`src/rtl/baud_div_pkg.sv`:
```
package baud_div_pkg;

    typedef enum logic [1:0] {
        BD_IDLE   = 2'd0,
        BD_FOLLOW = 2'd1,
        BD_HALF   = 2'd2,
        BD_COUNT  = 2'd3
    } bd_mode_e;

    // Divisor 0 is run as a divide-by-3.
    function automatic logic [15:0] eff_div(input logic [15:0] d);
        return (d == 16'd0) ? 16'd3 : d;
    endfunction

    function automatic bd_mode_e mode_of(input logic [15:0] d);
        if (d == 16'd1)      return BD_FOLLOW;
        else if (d == 16'd2) return BD_HALF;
        else                 return BD_COUNT;
    endfunction

endpackage

```
`src/rtl/baud_prescale.sv`:
```
module baud_prescale #(
    parameter bit PRE_EN  = 1'b1,
    parameter int PRE_DIV = 13
) (
    input  logic clk,
    input  logic rst_n,
    output logic ref_tick
);
    localparam int CW = (PRE_DIV > 1) ? $clog2(PRE_DIV) : 1;
    localparam logic [CW-1:0] LAST = CW'(PRE_DIV - 1);

    logic [CW-1:0] pre_q;

    always_ff @(posedge clk) begin
        if (!rst_n)
            pre_q <= '0;
        else if (pre_q == LAST)
            pre_q <= '0;
        else
            pre_q <= pre_q + 1'b1;
    end

    assign ref_tick = PRE_EN ? (pre_q == LAST) : 1'b1;

    generate
        if (PRE_EN && PRE_DIV > 1) begin : g_tick_chk

            tick_gap_chk: assert property (@(posedge clk) disable iff (!rst_n)
                ref_tick |=> !ref_tick);
        end
    endgenerate

endmodule

```
`src/rtl/baud_div_latch.sv`:
```
module baud_div_latch #(
    parameter int BW = 8
) (
    input  logic            clk,
    input  logic            rst_n,
    input  logic            wr_lo,
    input  logic [BW-1:0]   lo_wdata,
    input  logic            wr_hi,
    input  logic [BW-1:0]   hi_wdata,
    output logic [2*BW-1:0] div_q,
    output logic [2*BW-1:0] div_next,
    output logic            load
);
    assign load     = wr_lo | wr_hi;
    assign div_next = {wr_hi ? hi_wdata : div_q[2*BW-1:BW],
                       wr_lo ? lo_wdata : div_q[BW-1:0]};

    always_ff @(posedge clk) begin
        if (!rst_n)
            div_q <= '0;
        else if (load)
            div_q <= div_next;
    end


    latch_hold_chk: assert property (@(posedge clk) disable iff (!rst_n)
        !(wr_lo || wr_hi) |=> $stable(div_q));

endmodule

```
`src/rtl/baud_div_fsm.sv`:
```
module baud_div_fsm
    import baud_div_pkg::*;
(
    input  logic        clk,
    input  logic        rst_n,
    input  logic        load,
    input  logic [15:0] div_next,
    input  logic [15:0] div_q,
    input  logic        ref_tick,
    output logic        baud_out
);
    bd_mode_e    state_q, state_n;
    logic [15:0] cnt_q, cnt_n;

    always_comb begin
        state_n = state_q;
        cnt_n   = cnt_q;
        if (load) begin
            state_n = mode_of(div_next);
            cnt_n   = eff_div(div_next);
        end else if (ref_tick) begin
            unique case (state_q)
                BD_IDLE:   cnt_n = cnt_q;
                BD_FOLLOW: cnt_n = cnt_q;
                BD_HALF,
                BD_COUNT:  cnt_n = (cnt_q <= 16'd1) ? eff_div(div_q) : cnt_q - 1'b1;
            endcase
        end
    end

    always_ff @(posedge clk) begin
        if (!rst_n) begin
            state_q <= BD_IDLE;
            cnt_q   <= '0;
        end else begin
            state_q <= state_n;
            cnt_q   <= cnt_n;
        end
    end

    always_comb begin
        unique case (state_q)
            BD_IDLE:   baud_out = 1'b1;
            BD_FOLLOW: baud_out = ~ref_tick;
            BD_HALF:   baud_out = (cnt_q == 16'd2);
            BD_COUNT:  baud_out = (cnt_q > 16'd2);
        endcase
    end


    reload_chk: assert property (@(posedge clk) disable iff (!rst_n)
        load |=> (cnt_q == eff_div(div_q)));


    cnt_range_chk: assert property (@(posedge clk) disable iff (!rst_n)
        (state_q == BD_COUNT) |-> (cnt_q >= 16'd1 && cnt_q <= eff_div(div_q)));


    half_toggle_chk: assert property (@(posedge clk) disable iff (!rst_n)
        (state_q == BD_HALF && ref_tick && !load) |=> (baud_out != $past(baud_out)));


    idle_zero_chk: assert property (@(posedge clk) disable iff (!rst_n)
        (state_q == BD_IDLE) |-> (div_q == 16'd0));

endmodule

```
`src/rtl/baud_div.sv`:
```
module baud_div #(
    parameter bit PRESCALE_ON  = 1'b1,
    parameter int PRESCALE_DIV = 13
) (
    input  logic        clk,
    input  logic        rst_n,
    input  logic        wr_lo,
    input  logic [7:0]  lo_wdata,
    input  logic        wr_hi,
    input  logic [7:0]  hi_wdata,
    output logic [15:0] div_value,
    output logic        baud_x16
);
    logic        ref_tick;
    logic        load;
    logic [15:0] div_next;

    baud_prescale #(.PRE_EN(PRESCALE_ON), .PRE_DIV(PRESCALE_DIV)) u_pre (
        .clk(clk), .rst_n(rst_n), .ref_tick(ref_tick)
    );

    baud_div_latch #(.BW(8)) u_latch (
        .clk(clk), .rst_n(rst_n),
        .wr_lo(wr_lo), .lo_wdata(lo_wdata),
        .wr_hi(wr_hi), .hi_wdata(hi_wdata),
        .div_q(div_value), .div_next(div_next), .load(load)
    );

    baud_div_fsm u_fsm (
        .clk(clk), .rst_n(rst_n), .load(load),
        .div_next(div_next), .div_q(div_value),
        .ref_tick(ref_tick), .baud_out(baud_x16)
    );

endmodule

```
`config.mk`:
```
export PLATFORM = sky130hd
export DESIGN_NAME = baud_div
export DESIGN_NICKNAME = d
export VERILOG_FILES = /design/src/rtl/baud_div_pkg.sv /design/src/rtl/baud_prescale.sv /design/src/rtl/baud_div_latch.sv /design/src/rtl/baud_div_fsm.sv /design/src/rtl/baud_div.sv
export SDC_FILE = /design/constraint.sdc
export NUM_CORES = 1
export LEC_CHECK = 0
export BUFFER_PORTS_ARGS = -buffer_cell sky130_fd_sc_hd__buf_2
export CAP_MARGIN = 20
export CORE_MARGIN = 8
export CORE_UTILIZATION = 51
export DETAILED_ROUTE_END_ITERATION = 8
export GPL_ROUTABILITY_DRIVEN = 0
export MAX_ROUTING_LAYER = met4
export PLACE_DENSITY_LB_ADDON = 0.3
export SLEW_MARGIN = 40
export SYNTH_ARGS = -nofsm -noshare
export SYNTH_HDL_FRONTEND = slang
export SYNTH_HIERARCHICAL = 1
export SYNTH_SLANG_ARGS = --single-unit
```
`constraint.sdc`:
```
create_clock -name clk -period 1.87 [get_ports clk]
set_input_delay 0 -clock clk [delete_from_list [all_inputs] [get_ports clk]]
set_output_delay 0 -clock clk [all_outputs]
set_load 0.005 [all_outputs]
```
==> key figures, run 1 <==
Clock network
  – Root Buffer: clkbuf_8
  – H-tree levels: 2
  – Clock latency on the worst-skew pair: 0.30 ns
  – Clk sink count: 38
  – Clock-pin slew on the worst setup and hold paths: 0.08 ns
  – CTS tree: done
  – CTS buffer count: 5
  – Max clock buf depth: 2

Setup path
  – Required @ worst endpoint: about 2.1 ns
  – Crit path max-delay cell type: nor4_4
  – CP startpoint kind: flip-flop
  – Setup Crit Path Kind: flip-flop to flip-flop
  – Largest fanout on the critical path: 5
  – CP Capture Type: flip-flop
  – R2r setup slk: -0.004 ns
  – R2R depth: 6
  – Reg2Reg Launch Point: u_fsm/cnt_q[0]
  – RR Endpoint: u_fsm/cnt_q[15]
  – Worst EP arrival: around 2.1 ns
  – Crit-path cells: buf_4, nor4_4, nand4_1, xnor2_1, mux2i_1, a211oi_1
  – Max stage delay on crit path: between 0.4 and 0.5 ns

Yosys
  – Commonest register cell after synthesis: dfxtp_1
  – Post-synthesis average cell area: 8.91 um^2
  – YS warnings: 6
  – Count of cell types in the netlist: 56
  – Synth async-reset ratio: 0%
  – Syn nets: a little under 300
  – Yosys reg bits: 38
  – Share of the yosys chip area belonging to registers: between 30% and 40%
  – Post-Synthesis Cells: about 270
  – Post-synth EDFFs: 0
  – Post-Syn Area: roughly 2400 um^2

Drt
  – DR WL/cell: 19.1 um
  – Routed Antenna Nets: 0
  – Post-route DRC: 0
  – Router iterations before antenna repair: 6
  – WL final: between 7000 and 8000 um
  – Via count: between 2,000 and 3,000
  – DRT iter0 DRCs: around 360
  – Vias per inst: roughly 6.4

Status
  – Failing checks: setup timing
  – Status: finished with violations

Min path
  – Hold path cells: 3
  – Critical hold path startpoint: lo_wdata[0]
  – Hold path endpoint: u_fsm/state_q[1]
  – HP Class: input port to flip-flop

Timing
  – Tcrit/Tclk final: 100%
  – Worst Max-Slew Pin Slew: approximately 0.60 ns
  – Unrepaired setup endpoints after global routing: yes
  – Fin. Hold Viols: 0
  – Skew final: 0.00878 ns
  – Fmax: between 500 and 600 MHz
  – Worst relative slew slack: about three fifths
  – Final setup fails: 1
  – WHS: roughly 0.065 ns
  – Setup WS post-layout: -0.00388 ns
  – Min Tclk post-route: about 1.9 ns
  – Fin. max-slew vios: 0

Power and ir drop
  – Leak: ~1.4 nW
  – VDD IR max: between 500 and 600 uV
  – Total power draw: between 2 and 2.5 mW
  – Pwr/cell area: approximately 750 nW/um^2

Global route
  – Total global-route track usage: 20.9%
  – Vias in the first global route: ~2,400
  – Met3 Use GR: 3.48%
  – Met2 Use GR: ~32%
  – Largest net degree at the start of global routing: 30
  – Initial antenna violation count: 0
  – GRT busiest layer: met2
  – Met1 usage: a little over a quarter
  – Remaining global-route overflow: 0
  – Global-route wire length before repair: 12,000 um

Floorplanning
  – Die width: 84.2 um
  – Core ar.: between 4000 and 5000 um^2
  – Starting Density: roughly half
  – Chip Height: roughly 84 um
  – Std-Cell Rows: 25
  – # IOs: 37
  – Die ar.: between 7000 and 8000 um^2

Finish
  – Post-layout net count: approximately 380
  – Area Growth Syn to Fin: 34.8%
  – FF/Latch Area: approximately 760 um^2
  – Layout cells sized above 1: between 40 and 50%
  – Ant. Diodes: 0
  – Commonest non-fill, non-tap cell in the layout: buf_4
  – Most frequent cells in the layout: 53 x buf_4, 36 x buf_2, 35 x dfxtp_1, 23 x a21oi_1, 19 x o21ai_0
  – Post-route cell area: roughly 3200 um^2
  – Multi-input logic area: 1600 um^2
  – Fillers: between 300 and 400

Placed design
  – DP HPWL: 5450 um
  – Port bufs: 36
  – Placement Cell Area: roughly 2900 um^2

Job
  – Maxcap violations: 0
## critical path: cells and delay by family, from the launching register on
family	cells	cell delay, ns
and+or+nand+nor	2	0.64
DFF	1	0.33
xor gates and xnor gates	1	0.30
AOI/OAI and AO/OA	1	0.24
buffers and inverters	1	0.14
muxes	1	0.13
## where the power goes
group	switching, mW	internal (mW)	leakage (nW)	total (mW)
clock	0.304	0.393	0.0579	0.696
combinational	0.404	0.368	1.02	0.772
sequential	0.0537	0.865	0.315	0.919
total	0.761	1.63	1.39	2.39
## synthesized netlist by cell type, drive strengths merged (3+ instances only)
master	count	area, um^2
xnor2	3	26.3
a31oi	3	18.8
clkbuf	7	26.3
and3	3	18.8
nor2	17	63.8
inv	9	33.8
a211o	4	35.0
nand2	11	46.3
mux2	16	240
nand4	7	43.8
mux2i	3	30.0
and2	18	118
xor2	3	26.3
ha	5	62.6
o211ai	3	22.5
a21oi	27	135
dfxtp	38	761
buf	6	60.1
a41oi	3	26.3
nor4	10	98.8
o2111ai	3	26.3
o21ai	20	104
nand3	7	35.0
a22oi	3	22.5
nor3	7	45.0
## kinds of logic after synthesis
family	share of synthesized area, %
and+or+nand+nor	23.9
AOI/OAI and AO/OA	22.5
DFF	32.1
buffers and inverters	5.22
muxes	11.4
xor gates and xnor gates	2.22
adders and majority gates	2.64
## metal layers
layer | share of wire (%) | routed length, um | vias to the layer above
li1 | - | - | 1170
met1 | 42 | 3260 | 1223
met2 | 47 | 3670 | 172
met3 | 7.8 | 611 | 32
met4 | 3.3 | 254 | 0
met5 | 0 | 0 | -
## area by class of cell
cell class              count  area share (%)
clock buffers               5            2.15
repair buffers             92            19.4
inverters                  10            1.17
clock inverters             3            1.25
well taps                  54            2.11
flip-flops and latches     38            23.9
multi-input cells         206            50.0
## through the flow
| stage | utilization (%) | setup TNS (ns) | instances | worst slack, ns |
|---|---|---|---|---|
| after floorplan | - | 0 | 266 | 0.0122 |
| after global placement | 63.5 | 0 | 393 | 0.0136 |
| after detailed placement | 63.5 | -0.179 | 393 | -0.0551 |
| after CTS | 66.1 | -0.0679 | 401 | -0.0349 |
| after global routing | 69.5 | -0.403 | 408 | -0.0726 |
| final | 69.5 | -0.00388 | 408 | -0.00388 |
## repair_timing
action | CTS | global route
endpoints found under the setup margin | 8 | 16
setup buffers | 0 | 6
resized for setup | 3 | 28
hold buffers | 0 | 0
gates cloned | 0 | 1
pin swaps | 0 | 8
## flip-flops by register name, summed over array words and instances (netlist names)
register and flops:
u_fsm/cnt_q 16, u_latch/div_q 16, u_pre/pre_q 4, u_fsm/state_q 2
## worst max-delay path by stage
stage                               from         endpoint  cells past startpoint
after floorplan           u_fsm/cnt_q[1]   u_fsm/cnt_q[4]                      8
after global placement             wr_hi  u_fsm/cnt_q[11]                      7
after detailed placement           wr_hi  u_fsm/cnt_q[12]                      7
after CTS                 u_fsm/cnt_q[1]  u_fsm/cnt_q[14]                      7
after global routing      u_fsm/cnt_q[0]  u_fsm/cnt_q[15]                      6
final                     u_fsm/cnt_q[0]  u_fsm/cnt_q[15]                      6
Power figures use the tool's default switching activity.
==> inputs of run 2 (changes only) <==
GPL_TIMING_DRIVEN = 0   (was unset)
==> key figures, run 2 (synthesized netlist as in run 1, its figures left out) <==
Global route
  – Remaining global-route overflow: 0
  – Global-route wire length before repair: 11,600 um
  – Initial antenna violation count: 0
  – Largest net degree at the start of global routing: 13
  – Vias in the first global route: 2,289
  – Total global-route track usage: between 20% and 30%

Finish
  – Most frequent cells in the layout: 34 x buf_2, 31 x dfxtp_1, 24 x a21oi_1, 20 x buf_4, 17 x o21ai_0
  – Fillers: between 300 and 400
  – Post-route cell area: a little over 3000 um^2
  – FF/Latch Area: just under 800 um^2
  – Area Growth Syn to Fin: 30.6%
  – Top flop regs: u_fsm/cnt_q x16, u_latch/div_q x16, u_pre/pre_q x4
  – Ant. Diodes: 0
  – Multi-input logic area: around 1700 um^2
  – Post-layout net count: 349
  – Layout cells sized above 1: between 40% and 50%
  – Commonest non-fill, non-tap cell in the layout: buf_2

Clock network
  – Max clock buf depth: 2
  – Root Buffer: clkbuf_8
  – CTS buffer count: 5
  – Clock-pin slew on the worst setup and hold paths: approximately 0.080 ns
  – Clock latency on the worst-skew pair: about 0.29 ns
  – Hold buffer count at CTS: 0
  – CTS tree: done
  – Clk sink count: 38
  – H-tree levels: 2

Drt
  – WL final: slightly below 8000 um
  – Post-route DRC: 0
  – Vias per inst: around 6.6
  – Router iterations before antenna repair: 6
  – DRT iter0 DRCs: between 300 and 400
  – Routed Antenna Nets: 0
  – DR WL/cell: 20.8 um
  – Via count: about 2,500

Placed design
  – Placement Cell Area: around 2600 um^2
  – DP HPWL: between 4000 and 5000 um
  – Port bufs: 34

Power and ir drop
  – Pwr/cell area: ~800 nW/um^2
  – Comb pwr share: between 20 and 30%
  – Internal: approximately 1.8 mW
  – Sequential power share: a little under two fifths
  – Leak: 1.29 nW
  – Sw frac: between 30% and 40%
  – Net Switching: roughly 0.77 mW
  – VDD IR max: 621 uV
  – Clock group share of total power: 34.2%
  – Total power draw: approximately 2.6 mW

Setup path
  – R2R depth: 8
  – CP startpoint kind: flip-flop
  – CP Capture Type: output pin
  – RR Endpoint: u_fsm/cnt_q[1]
  – Largest fanout on the critical path: 5
  – Setup Crit Path Kind: flip-flop to output pin
  – R2r setup slk: 0 ns
  – Required @ worst endpoint: 1.87 ns
  – Worst EP arrival: ~1.9 ns
  – Reg2Reg Launch Point: u_fsm/cnt_q[7]

Timing
  – Fmax: 533 MHz
  – Setup WS post-layout: -0.00638 ns
  – Skew final: roughly 0.0055 ns
  – Fin. Hold Viols: 0
  – Worst Max-Slew Pin Slew: 0.579 ns
  – Min Tclk post-route: 1.88 ns
  – Final setup fails: 2
  – Fin. max-slew vios: 0
  – Worst relative slew slack: 61.0%
  – Unrepaired setup endpoints after global routing: yes
  – Total negative setup slack: -0.00810 ns
  – Tcrit/Tclk final: 100%
  – WHS: around 0.055 ns

Min path
  – Hold path endpoint: u_fsm/state_q[1]
  – Critical hold path startpoint: lo_wdata[0]
  – Hold path cells: 3
  – HP Class: input port to flip-flop

Floorplanning
  – Die width: about 84 um
  – Die ar.: approximately 7100 um^2
  – Std-Cell Rows: 25
  – Core ar.: between 4000 and 5000 um^2
  – Chip Height: 84.2 um
  – Starting Density: roughly half
  – # IOs: 37

Status
  – Failing checks: setup timing
  – Status: finished with violations

Job
  – Maxcap violations: 0
==> run 2: worst max-delay path, cell delays in order, from the launching register on <==
cell       delay, ns
dfxtp_1         0.38
nor4_4          0.31
and2_4          0.24
o2111ai_2       0.14
a311o_1         0.38
buf_2           0.13
==> run 2: through the flow <==
stage          utilization, %  setup slack [ns]  cells
2_1_floorplan               -            0.0122    266
3_3_place_gp             56.8            -0.337    354
3_5_place_dp             56.8            -0.387    354
4_1_cts                  63.3           0.00112    368
5_1_grt                  67.3           -0.0541    379
6_report                 67.3          -0.00638    379
==> run 2: power groups by stage <==
| stage | logic, mW | registers [mW] | clock network, mW |
|---|---|---|---|
| detailed placement | 0.532 | 0.958 | 0 |
| finish | 0.730 | 0.951 | 0.872 |
| global placement | 0.525 | 0.956 | 0 |
| CTS | 0.599 | 0.940 | 0.875 |
| floorplan | 0.389 | 0.942 | 0 |
| global route | 0.767 | 0.957 | 0.914 |
==> run 2: final cells by class <==
type	instances	area share, %
timing repair buffer	53	10.2
buffer	11	2.99
clock inverter	2	1.94
sequential	38	25.1
inverter	10	1.21
multi-input combinational	205	53.7
tap	54	2.18
clock buffer	6	2.67
==> run 2: per-layer routing <==
layer	vias to the layer above	wire length [um]	part of all wire, %	GRT usage, %
met2	172	3700	47	30.6
met5	-	0	0	-
li1	1115	-	-	-
met3	46	613	7.8	3.58
met1	1187	3170	40	25.0
met4	0	393	5.0	13.0
==> run 2: what timing repair did <==
action | 4_1_cts | 5_1_grt
setup endpoints to repair | 17 | 17
pin swaps | 7 | 14
hold endpoints to repair | 0 | 0
setup buffers | 7 | 12
gates resized for setup | 29 | 32
==> run 2: how the worst max path moves through the flow <==
stage / start / to / slack [ns]
after floorplan: u_fsm/cnt_q[1] / u_fsm/cnt_q[4] / 0.01
after global placement: u_fsm/cnt_q[1] / u_fsm/cnt_q[13] / -0.34
after detailed placement: u_fsm/cnt_q[1] / u_fsm/cnt_q[11] / -0.39
after CTS: u_pre/pre_q[0] / u_fsm/cnt_q[7] / 0.001
after global routing: u_fsm/cnt_q[7] / u_fsm/cnt_q[10] / -0.05
final: u_fsm/cnt_q[9] / baud_x16 / -0.006
==> inputs of run 3 (changes only) <==
ABC_AREA = 1   (was unset)
CORE_UTILIZATION = 52   (was 51)
==> key figures, run 3 <==
Drt
  – Via count: approximately 2,800
  – Vias per inst: roughly 5.0
  – DRT iter0 DRCs: between 200 and 300
  – Router iterations before antenna repair: 8
  – WL final: roughly 7000 um
  – Post-route DRC: 0
  – Routed Antenna Nets: 0
  – DR WL/cell: between 10 and 15 um

Finish
  – Layout cells sized above 1: around 16%
  – FF/Latch Area: between 700 and 800 um^2
  – Multi-input logic area: 1430 um^2
  – Fillers: 480
  – Commonest non-fill, non-tap cell in the layout: inv_1
  – Top flop regs: u_fsm/cnt_q x16, u_latch/div_q x16, u_pre/pre_q x4
  – Area Growth Syn to Fin: 13.6%
  – Post-layout net count: roughly 520
  – Ant. Diodes: 0
  – Most frequent cells in the layout: 112 x inv_1, 100 x nand2_1, 54 x nor2_1, 38 x dfxtp_1, 37 x buf_2

Power and ir drop
  – Sequential power share: approximately 45%
  – VDD IR max: 396 uV
  – Sw frac: about 34%
  – Total power draw: around 2.1 mW
  – Clock group share of total power: 27.9%
  – Net Switching: about 0.73 mW
  – Leak: 1.72 nW
  – Internal: roughly 1.4 mW
  – Pwr/cell area: ~690 nW/um^2
  – Comb pwr share: roughly 27%

Clock network
  – H-tree levels: 2
  – Clock-pin slew on the worst setup and hold paths: approximately 0.08 ns
  – Max clock buf depth: 2
  – Hold buffer count at CTS: 0
  – Clock latency on the worst-skew pair: 0.29 ns
  – CTS tree: done
  – Root Buffer: clkbuf_8
  – CTS buffer count: 5
  – Clk sink count: 38

Floorplanning
  – Chip Height: approximately 90 um
  – Die width: slightly below 90 um
  – Core ar.: roughly 5000 um^2
  – Die ar.: between 7000 and 8000 um^2
  – Starting Density: about 53%
  – Std-Cell Rows: 26
  – # IOs: 37

Yosys
  – Count of cell types in the netlist: 34
  – Post-synth EDFFs: 0
  – Count leader, synth: inv_1
  – Synth top area cells: dfxtp_1 28%, inv_1 16%, nand2_1 14%
  – Post-Syn Area: 2680 um^2
  – Syn nets: ~480
  – Largest area contributor in the netlist: dfxtp_1
  – Yosys reg bits: 38
  – Post-synthesis average cell area: roughly 6.0 um^2
  – YS warnings: 6
  – Commonest register cell after synthesis: dfxtp_1
  – Share of the yosys chip area belonging to registers: roughly 28%
  – Yosys top cell area share: approximately 28%
  – Post-Synthesis Cells: between 400 and 500
  – Synth async-reset ratio: 0%
  – Synth top cells by count: 112 x inv_1, 101 x nand2_1, 55 x nor2_1

Setup path
  – CP Capture Type: flip-flop
  – R2r setup slk: 0.15 ns
  – Worst Setup SP: u_fsm/cnt_q[0]
  – R2R depth: 8
  – RR Endpoint: u_fsm/cnt_q[6]
  – Setup Crit Path Kind: flip-flop to flip-flop
  – CP startpoint kind: flip-flop
  – Worst EP arrival: around 1.9 ns
  – Reg2Reg Launch Point: u_fsm/cnt_q[0]
  – Largest fanout on the critical path: 10
  – Worst Setup EP: u_fsm/cnt_q[6]
  – Required @ worst endpoint: 2.06 ns

Placed design
  – Port bufs: 34
  – DP HPWL: 5320 um

Min path
  – HP Class: input port to flip-flop
  – Hold path cells: 4

Timing
  – Min Tclk post-route: approximately 1.7 ns
  – Total negative setup slack: 0 ns
  – WHS: approximately 0.022 ns
  – Worst Max-Slew Pin Slew: between 0.4 and 0.5 ns
  – Fin. max-slew vios: 0
  – Worst relative slew slack: just over 70%
  – Fmax: approximately 580 MHz
  – Unrepaired setup endpoints after global routing: no
  – Skew final: between 0.009 and 0.01 ns
  – Tcrit/Tclk final: 92.0%
  – Final setup fails: 0
  – Fin. Hold Viols: 0

Global route
  – Largest net degree at the start of global routing: 12
  – Remaining global-route overflow: 0
  – Initial antenna violation count: 0
  – Vias in the first global route: between 2,000 and 3,000
  – Global-route wire length before repair: approximately 12,000 um
  – Total global-route track usage: slightly below 20%

Job
  – Maxcap violations: 0

Status
  – Status: finished clean
## run 3: changes by cell type after synthesis, moves of 12 or more
cell,change
mux2_4,-16
nand2_1,+92
o21ai_0,+14
a21oi_1,-12
inv_1,+104
nor2_1,+38
and2_1,-16
nand3_1,+23
## run 3: repair_timing
item | in CTS | in global routing
buffers inserted | 0 | 1
resized for setup | 0 | 6
setup endpoints to repair | 0 | 12
## run 3: logic make-up after synthesis
group / share of synthesized area [%]
compound gates: 11.5
xor+xnor: 1.96
fa+ha+maj: 2.33
buf+inv: 18.7
flops: 28.3
simple gates: 37.2
## run 3: worst min path at each step
stage | endpoint | slack, ns | start
after floorplan | u_fsm/cnt_q[8] | 0.14 | rst_n
after global placement | u_latch/div_q[14] | 0.31 | hi_wdata[6]
after detailed placement | u_latch/div_q[15] | 0.32 | hi_wdata[7]
after CTS | u_latch/div_q[15] | 0.01 | wr_hi
after global routing | u_latch/div_q[15] | 0.04 | wr_hi
final | u_latch/div_q[2] | 0.02 | wr_lo
## run 3: power groups by stage
stage               sequential, mW  combinational (mW)  clock (mW)
floorplan                    0.950               0.420           0
global placement             0.965               0.546           0
detailed placement           0.967               0.559           0
CTS                          0.948               0.563       0.597
global route                 0.961               0.650       0.628
finish                       0.950               0.573       0.588
## run 3: area by class of cell
cell class                 instances  share of cell area, %
timing repair buffer              35                   5.83
tap                               70                   2.87
buffer                            11                   2.42
sequential                        38                   25.0
inverter                         115                   14.2
clock inverter                     1                  0.164
multi-input combinational        286                   46.8
clock buffer                       7                   2.83
## run 3: critical path: stages (launching register included)
cell and delay [ns]:
dfxtp_1 0.38, inv_1 0.11, ha_1 0.26, o21a_1 0.23, nand3_4 0.14, buf_4 0.21
nor2_1 0.07, o21ai_0 0.16, inv_1 0.05
## run 3: routing by layer
metal / vias to the layer above / part of all wire (%) / routed length [um] / track usage (%)
met5: - / 0 / 0 / -
met4: 0 / 1.0 / 69 / 5.94
met3: 7 / 4.8 / 326 / 3.10
met2: 106 / 47 / 3200 / 32.1
met1: 1247 / 47 / 3210 / 23.4
li1: 1437 / - / - / -
## run 3: per-stage QoR
stage / instances / instance area (um^2) / util (%) / setup WS [ns]
floorplan: 450 / 2680 / - / 0.433
global placement: 554 / 2940 / 58.3 / 0.176
detailed placement: 554 / 2940 / 58.3 / 0.149
CTS: 562 / 3030 / 60.1 / 0.120
global route: 563 / 3050 / 60.4 / 0.0139
finish: 563 / 3050 / 60.4 / 0.149
